`config.mk`:
```
export PLATFORM = sky130hd
export DESIGN_NAME = spad_regfile
export DESIGN_NICKNAME = d
export VERILOG_FILES = /design/src/rtl/spad_pkg.sv /design/src/rtl/spad_rst_sync.sv /design/src/rtl/spad_index_mux.sv /design/src/rtl/spad_update.sv /design/src/rtl/spad_storage.sv /design/src/rtl/spad_regfile.sv
export SDC_FILE = /design/constraint.sdc
export NUM_CORES = 1
export LEC_CHECK = 0
export BUFFER_PORTS_ARGS = -buffer_cell sky130_fd_sc_hd__buf_2
export CORE_AREA = 5 5 185 187
export DETAILED_ROUTE_END_ITERATION = 12
export DIE_AREA = 0 0 190 192
export MAX_ROUTING_LAYER = met4
export PLACE_DENSITY_LB_ADDON = 0.25
export SLEW_MARGIN = 20
export SYNTH_ARGS = -nofsm -noshare
export SYNTH_HDL_FRONTEND = slang
export SYNTH_SLANG_ARGS = --single-unit
```
`constraint.sdc`:
```
create_clock -name clk -period 11.25 [get_ports clk]
set_clock_uncertainty 0.15 [all_clocks]
set_input_delay 1.125 -clock clk [delete_from_list [all_inputs] [get_ports clk]]
set_output_delay 1.125 -clock clk [all_outputs]
set_load 0.005 [all_outputs]
```
`src/rtl/spad_pkg.sv`:
```
package spad_pkg;

  // Operation applied to the selected register at the clock edge.
  typedef enum logic [2:0] {
    OP_NONE  = 3'd0,
    OP_INC   = 3'd1,
    OP_DEC   = 3'd2,
    OP_LD_LO = 3'd3,
    OP_LD_HI = 3'd4
  } spad_op_e;

  // Designator chosen as the register index.
  typedef enum logic [1:0] {
    SRC_N     = 2'd0,
    SRC_P     = 2'd1,
    SRC_X     = 2'd2,
    SRC_N_ALT = 2'd3
  } spad_src_e;

endpackage

```
`src/rtl/spad_rst_sync.sv`:
```
module spad_rst_sync #(
  parameter int unsigned STAGES = 2
) (
  input  logic clk,
  input  logic rst_n,
  output logic rst_q_n
);

  logic [STAGES-1:0] sync_q;
  logic [STAGES-1:0] sync_d;

  always_comb begin
    sync_d = {sync_q[STAGES-2:0], 1'b1};
  end

  always_ff @(posedge clk or negedge rst_n) begin
    if (!rst_n) begin
      sync_q <= '0;
    end else begin
      sync_q <= sync_d;
    end
  end

  assign rst_q_n = sync_q[STAGES-1];

endmodule

```
`src/rtl/spad_index_mux.sv`:
```
module spad_index_mux #(
  parameter int unsigned IDX_W = 4
) (
  input  logic [1:0]       src_sel,
  input  logic [IDX_W-1:0] desig_n,
  input  logic [IDX_W-1:0] desig_p,
  input  logic [IDX_W-1:0] desig_x,
  output logic [IDX_W-1:0] idx
);
  import spad_pkg::*;

  spad_src_e src;

  always_comb begin
    src = spad_src_e'(src_sel);
    unique case (src)
      SRC_P:   idx = desig_p;
      SRC_X:   idx = desig_x;
      default: idx = desig_n;
    endcase
  end

endmodule

```
`src/rtl/spad_update.sv`:
```
module spad_update #(
  parameter int unsigned REG_W  = 16,
  parameter int unsigned BYTE_W = 8
) (
  input  logic [2:0]        op,
  input  logic [REG_W-1:0]  cur,
  input  logic [BYTE_W-1:0] byte_in,
  output logic [REG_W-1:0]  nxt,
  output logic              wr_en
);
  import spad_pkg::*;

  localparam int unsigned HI_LSB = REG_W - BYTE_W;
  localparam logic [REG_W-1:0] ONE = REG_W'(1);

  spad_op_e op_e;

  always_comb begin
    op_e  = spad_op_e'(op);
    nxt   = cur;
    wr_en = 1'b0;
    case (op_e)
      OP_INC: begin
        nxt   = cur + ONE;
        wr_en = 1'b1;
      end
      OP_DEC: begin
        nxt   = cur - ONE;
        wr_en = 1'b1;
      end
      OP_LD_LO: begin
        nxt[BYTE_W-1:0] = byte_in;
        wr_en           = 1'b1;
      end
      OP_LD_HI: begin
        nxt[REG_W-1:HI_LSB] = byte_in;
        wr_en               = 1'b1;
      end
      default: begin
        nxt   = cur;
        wr_en = 1'b0;
      end
    endcase
  end

endmodule

```
`src/rtl/spad_storage.sv`:
```
module spad_storage #(
  parameter int unsigned NUM_REGS = 16,
  parameter int unsigned REG_W    = 16,
  parameter int unsigned IDX_W    = 4
) (
  input  logic             clk,
  input  logic             rst_q_n,
  input  logic             wr_en,
  input  logic [IDX_W-1:0] idx,
  input  logic [REG_W-1:0] wr_data,
  output logic [REG_W-1:0] rd_data
);

  logic [REG_W-1:0] regs_q [NUM_REGS];
  logic [NUM_REGS-1:0] row_en;

  for (genvar g = 0; g < NUM_REGS; g++) begin : g_row
    assign row_en[g] = wr_en && (idx == IDX_W'(g));

    always_ff @(posedge clk or negedge rst_q_n) begin
      if (!rst_q_n) begin
        regs_q[g] <= '0;
      end else if (row_en[g]) begin
        regs_q[g] <= wr_data;
      end
    end
  end

  always_comb begin
    rd_data = '0;
    for (int i = 0; i < NUM_REGS; i++) begin
      if (idx == IDX_W'(i)) begin
        rd_data = regs_q[i];
      end
    end
  end

endmodule

```
`src/rtl/spad_regfile.sv`:
```
module spad_regfile #(
  parameter int unsigned NUM_REGS    = 16,
  parameter int unsigned REG_W       = 16,
  parameter int unsigned BYTE_W      = 8,
  parameter int unsigned SYNC_STAGES = 2,
  localparam int unsigned IDX_W      = $clog2(NUM_REGS)
) (
  input  logic              clk,
  input  logic              rst_n,
  input  logic [IDX_W-1:0]  desig_n,
  input  logic [IDX_W-1:0]  desig_p,
  input  logic [IDX_W-1:0]  desig_x,
  input  logic [1:0]        src_sel,
  input  logic [2:0]        op,
  input  logic              byte_hi,
  input  logic [BYTE_W-1:0] byte_in,
  output logic [REG_W-1:0]  addr_out,
  output logic [BYTE_W-1:0] byte_out
);

  localparam int unsigned HI_LSB = REG_W - BYTE_W;

  logic             rst_q_n;
  logic [IDX_W-1:0] sel_idx;
  logic [REG_W-1:0] rd_val;
  logic [REG_W-1:0] nxt_val;
  logic             wr_en;

  spad_rst_sync #(.STAGES(SYNC_STAGES)) u_rst_sync (
    .clk     (clk),
    .rst_n   (rst_n),
    .rst_q_n (rst_q_n)
  );

  spad_index_mux #(.IDX_W(IDX_W)) u_index_mux (
    .src_sel (src_sel),
    .desig_n (desig_n),
    .desig_p (desig_p),
    .desig_x (desig_x),
    .idx     (sel_idx)
  );

  spad_update #(.REG_W(REG_W), .BYTE_W(BYTE_W)) u_update (
    .op      (op),
    .cur     (rd_val),
    .byte_in (byte_in),
    .nxt     (nxt_val),
    .wr_en   (wr_en)
  );

  spad_storage #(.NUM_REGS(NUM_REGS), .REG_W(REG_W), .IDX_W(IDX_W)) u_storage (
    .clk     (clk),
    .rst_q_n (rst_q_n),
    .wr_en   (wr_en),
    .idx     (sel_idx),
    .wr_data (nxt_val),
    .rd_data (rd_val)
  );

  assign addr_out = rd_val;

  always_comb begin
    if (byte_hi) begin
      byte_out = rd_val[REG_W-1:HI_LSB];
    end else begin
      byte_out = rd_val[BYTE_W-1:0];
    end
  end

endmodule

```
==> metrics.log <==
[metrics] Synth Warn #: 0
[metrics] CP startpoint: src_sel[0]
[metrics] maximum number of pins on one net before global-route repair: between 80 and 90
[metrics] total number of vias: around 13k
[metrics] sequential share of the synthesized area: 0.452
[metrics] Std-Cell Rows: 66
[metrics] weighted congestion at the end of routability-driven global placement: about 0.99
[metrics] Overall Power: between 3 and 4 mW
[metrics] post-detailed-routing wire length: 53600 um
[metrics] Inserted Clock Buffers: 28
[metrics] crit path DAT: approximately 7.4 ns
[metrics] Post-layout nets: roughly 1.6k
[metrics] Hold WS: slightly below 0.2 ns
[metrics] hold buffers post-CTS: 0
[metrics] Detail Route Antenna Nets: 0
[metrics] Avg Inst Size Synth: ~9.1 um2
[metrics] average detailed-routed wire length per instance: ~26 um
[metrics] crit-path max FO: 38
[metrics] highest layer used for signal routing: met4
[metrics] Reg clk slew, reported paths: 0.06 ns
[metrics] required arrival time at the worst endpoint: between 10 and 15 ns
[metrics] Hold Path Class: input port to async pin
[metrics] met2 wirelength from detailed routing: about 24000 um
[metrics] leakage: between 6 and 7 nW
[metrics] element type at the critical path end: flip-flop
[metrics] Startpoint Class: input port
[metrics] worst-case vdd ir drop: ~0.00013 V
[metrics] total negative slack for setup checks: 0 ns
[metrics] Gates resized, CTS repair: 0
[metrics] clk buf depth: 3
[metrics] M1 wire length: ~23000 um
[metrics] launching point of the worst reg2reg path: u_storage.regs_q[240]$_DFFE_PN0P_
[metrics] worst-path cell with the longest stage delay: sky130_fd_sc_hd__a21oi_2
[metrics] width of the die: between 150 and 200 um
[metrics] post-synth design cell area: 14300 um2
[metrics] clock tree from TritonCTS: built
[metrics] async set or reset register ratio after synthesis: 1.00
[metrics] Area contributors post-synth: sky130_fd_sc_hd__dfrtp_1 45%, sky130_fd_sc_hd__o21ai_0 6.7%, sky130_fd_sc_hd__nand2_1 6.3%, sky130_fd_sc_hd__mux2_2 5.8%, sky130_fd_sc_hd__a21oi_1 2.9%
[metrics] highest cell delay on the worst timing path: around 0.64 ns
[metrics] library cell with the highest instance count after synthesis: sky130_fd_sc_hd__dfrtp_1
[metrics] time the worst path needs with I/O delays and setup: roughly 7.1 ns
[metrics] leading cell types by count after synthesis: 258 x sky130_fd_sc_hd__dfrtp_1, 238 x sky130_fd_sc_hd__nand2_1, 192 x sky130_fd_sc_hd__o21ai_0
[metrics] area of the core: 32300 um2
[metrics] I/O pin total: 52
[metrics] top cell type's share of synthesized area: 0.452
[metrics] wire length of the first global-routing pass: 81000 um
[metrics] final core area utilization: 0.489
[metrics] setup repair after global routing missed its margin: no
[metrics] area leader, netlist: sky130_fd_sc_hd__dfrtp_1
[metrics] via count of the first global-routing pass: between 10k and 15k
[metrics] count of cells along the worst register-to-register path: 13
[metrics] area overhead of the layout relative to synthesis: 10.5%
[metrics] Most used DFF post-synth: sky130_fd_sc_hd__dfrtp_1
[metrics] max_slew headroom: 0.217
[metrics] aggregate global-route resource usage: 0.296
[metrics] count of pins over their slew limit: 0
[metrics] proportion of layout cells with a drive suffix above 1: 0.176
[metrics] post-DP HPWL: between 30000 and 40000 um
[metrics] met3 routed WL: between 5000 and 6000 um
[metrics] areal power density over the cells: 251 nW/um2
[metrics] reg-to-reg slack, setup: 6.71 ns
[metrics] Root Driver: sky130_fd_sc_hd__clkbuf_16
[metrics] run status: complete, no violations
[metrics] Post-CTS Setup Inserts: 0
[metrics] final routed DRC violation total: 0
[metrics] total overflow reported by the global router: 0
[metrics] total nets after synthesis: around 1.6k
[metrics] count of distinct cell types in the synthesized netlist: 90
[metrics] destination of the worst register-to-register timing path: u_storage.regs_q[12]$_DFFE_PN0P_
[metrics] Clock Latency Late Sink: ~0.56 ns
[metrics] DR vias/cell: about 6.5
[metrics] Peak Freq: 0.141 GHz
[metrics] kind of cell adding the most delay to the critical path: simple AND/OR/NAND/NOR gates
[metrics] vertical die dimension: between 150 and 200 um
[metrics] worst setup path class: input port to flip-flop
[metrics] Mapped Cells: between 1.5k and 2k
[metrics] reported max-cap violation count: 0
[metrics] # setup viols final: 0
[metrics] DRT iter0 DRCs: ~1.6k
[metrics] number of synthesized flops with an enable pin: 0
[metrics] antenna violations before repair: 2
[metrics] DRT Pass-1 Iters: 6
[metrics] area of the die: 36500 um2
[metrics] Port-buffer cells: between 50 and 60
[metrics] crit path buf inv count: 5
[metrics] cells traversed along the worst timing path: buf_2 > inv_1 > ha_1 > nor2b_2 > buf_4 > nor2_4 > buf_4 > mux2_2 > a221oi_1 > a21oi_1 > nor2_1 > ha_1 > inv_1 > a2111oi_0 > nand4_1 > or4_4 > a21o_1 > a21oi_2 > mux2_2
[metrics] #FFs+latches synth: between 200 and 300
[metrics] starting density of the core: 0.442
[metrics] H-tree lvl count: 1
[metrics] transition time at the pin with the least slew margin: between 1 and 1.5 ns
[metrics] number of clock sinks: ~260
[metrics] part of the cycle the worst path needs: 0.629
[metrics] Final Hold Vio Count: 0
## cells by family after synthesis
family          after synthesis  synth area share
compound gates              558             0.262
simple gates                499             0.157
flops                       258             0.452
buf+inv                     151            0.0529
mux                          86            0.0667
xor+xnor                      8           0.00491
fa+ha+maj                     4           0.00351
other cells                   1          0.000263
## placed cells by master, fill, tap and decap left out, types with 13 or more instances in the layout
| cell type | synthesis | routed |
|---|---|---|
| sky130_fd_sc_hd__dfrtp_1 | 258 | 257 |
| sky130_fd_sc_hd__nand2_1 | 238 | 237 |
| sky130_fd_sc_hd__o21ai_0 | 192 | 192 |
| sky130_fd_sc_hd__nor2_1 | 89 | 87 |
| sky130_fd_sc_hd__a21oi_1 | 83 | 82 |
| sky130_fd_sc_hd__mux2_2 | 73 | 73 |
| sky130_fd_sc_hd__nand3_1 | 54 | 54 |
| sky130_fd_sc_hd__buf_2 | 41 | 51 |
| sky130_fd_sc_hd__buf_4 | 14 | 47 |
| sky130_fd_sc_hd__nor3_1 | 40 | 38 |
| sky130_fd_sc_hd__o21ai_1 | 34 | 34 |
| sky130_fd_sc_hd__a31oi_1 | 33 | 33 |
| sky130_fd_sc_hd__a211oi_1 | 29 | 28 |
| sky130_fd_sc_hd__clkbuf_16 | 0 | 28 |
| sky130_fd_sc_hd__and3_1 | 26 | 26 |
| sky130_fd_sc_hd__inv_1 | 19 | 19 |
| sky130_fd_sc_hd__o22ai_1 | 19 | 19 |
| sky130_fd_sc_hd__mux2i_1 | 13 | 13 |
| sky130_fd_sc_hd__o211ai_1 | 13 | 13 |
## worst max-delay path by stage
stage               cells past startpoint                                 to  slack, ns
floorplan                               0    u_storage.regs_q[0]$_DFFE_PN0P_       3.38
global placement                       19  u_storage.regs_q[252]$_DFFE_PN0P_       3.81
detailed placement                     19   u_storage.regs_q[12]$_DFFE_PN0P_       3.74
CTS                                    19   u_storage.regs_q[12]$_DFFE_PN0P_       4.29
global route                           19   u_storage.regs_q[60]$_DFFE_PN0P_       3.83
finish                                 19   u_storage.regs_q[12]$_DFFE_PN0P_       4.17
## cell type report
type                    instances  area [um2]
multi-input cells            1156        7130
well taps                     442         553
fillers                      3087       16500
flip-flops and latches        258        6460
clock inverters                 5        66.3
inverters                      23        86.3
repair buffers                 99         619
diodes                          2        5.00
clock buffers                  43         857
## sequential cells by signal, indices dropped and copies added, names as in the netlist
signal             cells
u_storage.regs_q     256
u_rst_sync.sync_q      2
## power breakdown
group / switching (mW) / internal [mW] / leakage, nW
Sequential: 0.295 / 1.35 / 3.32
Combinational: 0.887 / 0.502 / 2.88
Clock: 0.383 / 0.543 / 0.448
Total: 1.57 / 2.39 / 6.64
## per-stage QoR
step	area (um2)	setup slack, ns	cells
2_1_floorplan	14300	3.38	1565
3_3_place_gp	14800	3.81	1977
3_5_place_dp	14800	3.74	1978
4_1_cts	15800	4.29	2026
5_1_grt	15800	3.83	2028
6_report	15800	4.17	2028
## worst register-to-register path: cells and delay by family, from the launching register on
kind	cells	cell delay (ns)
AO/OA/AOI/OAI	7	1.89
buffers and inverters	1	0.08
multiplexers	1	0.30
adder cells (fa/ha/maj)	1	0.35
flip-flops	1	0.39
AND/OR/NAND/NOR	3	1.32
## routing by layer
layer,vias up,GRT usage
met4,0,0.0971
met2,773,0.432
li1,5792,-
met1,6545,0.411
met3,134,0.0651
met5,-,-
Power figures use the tool's default switching activity.
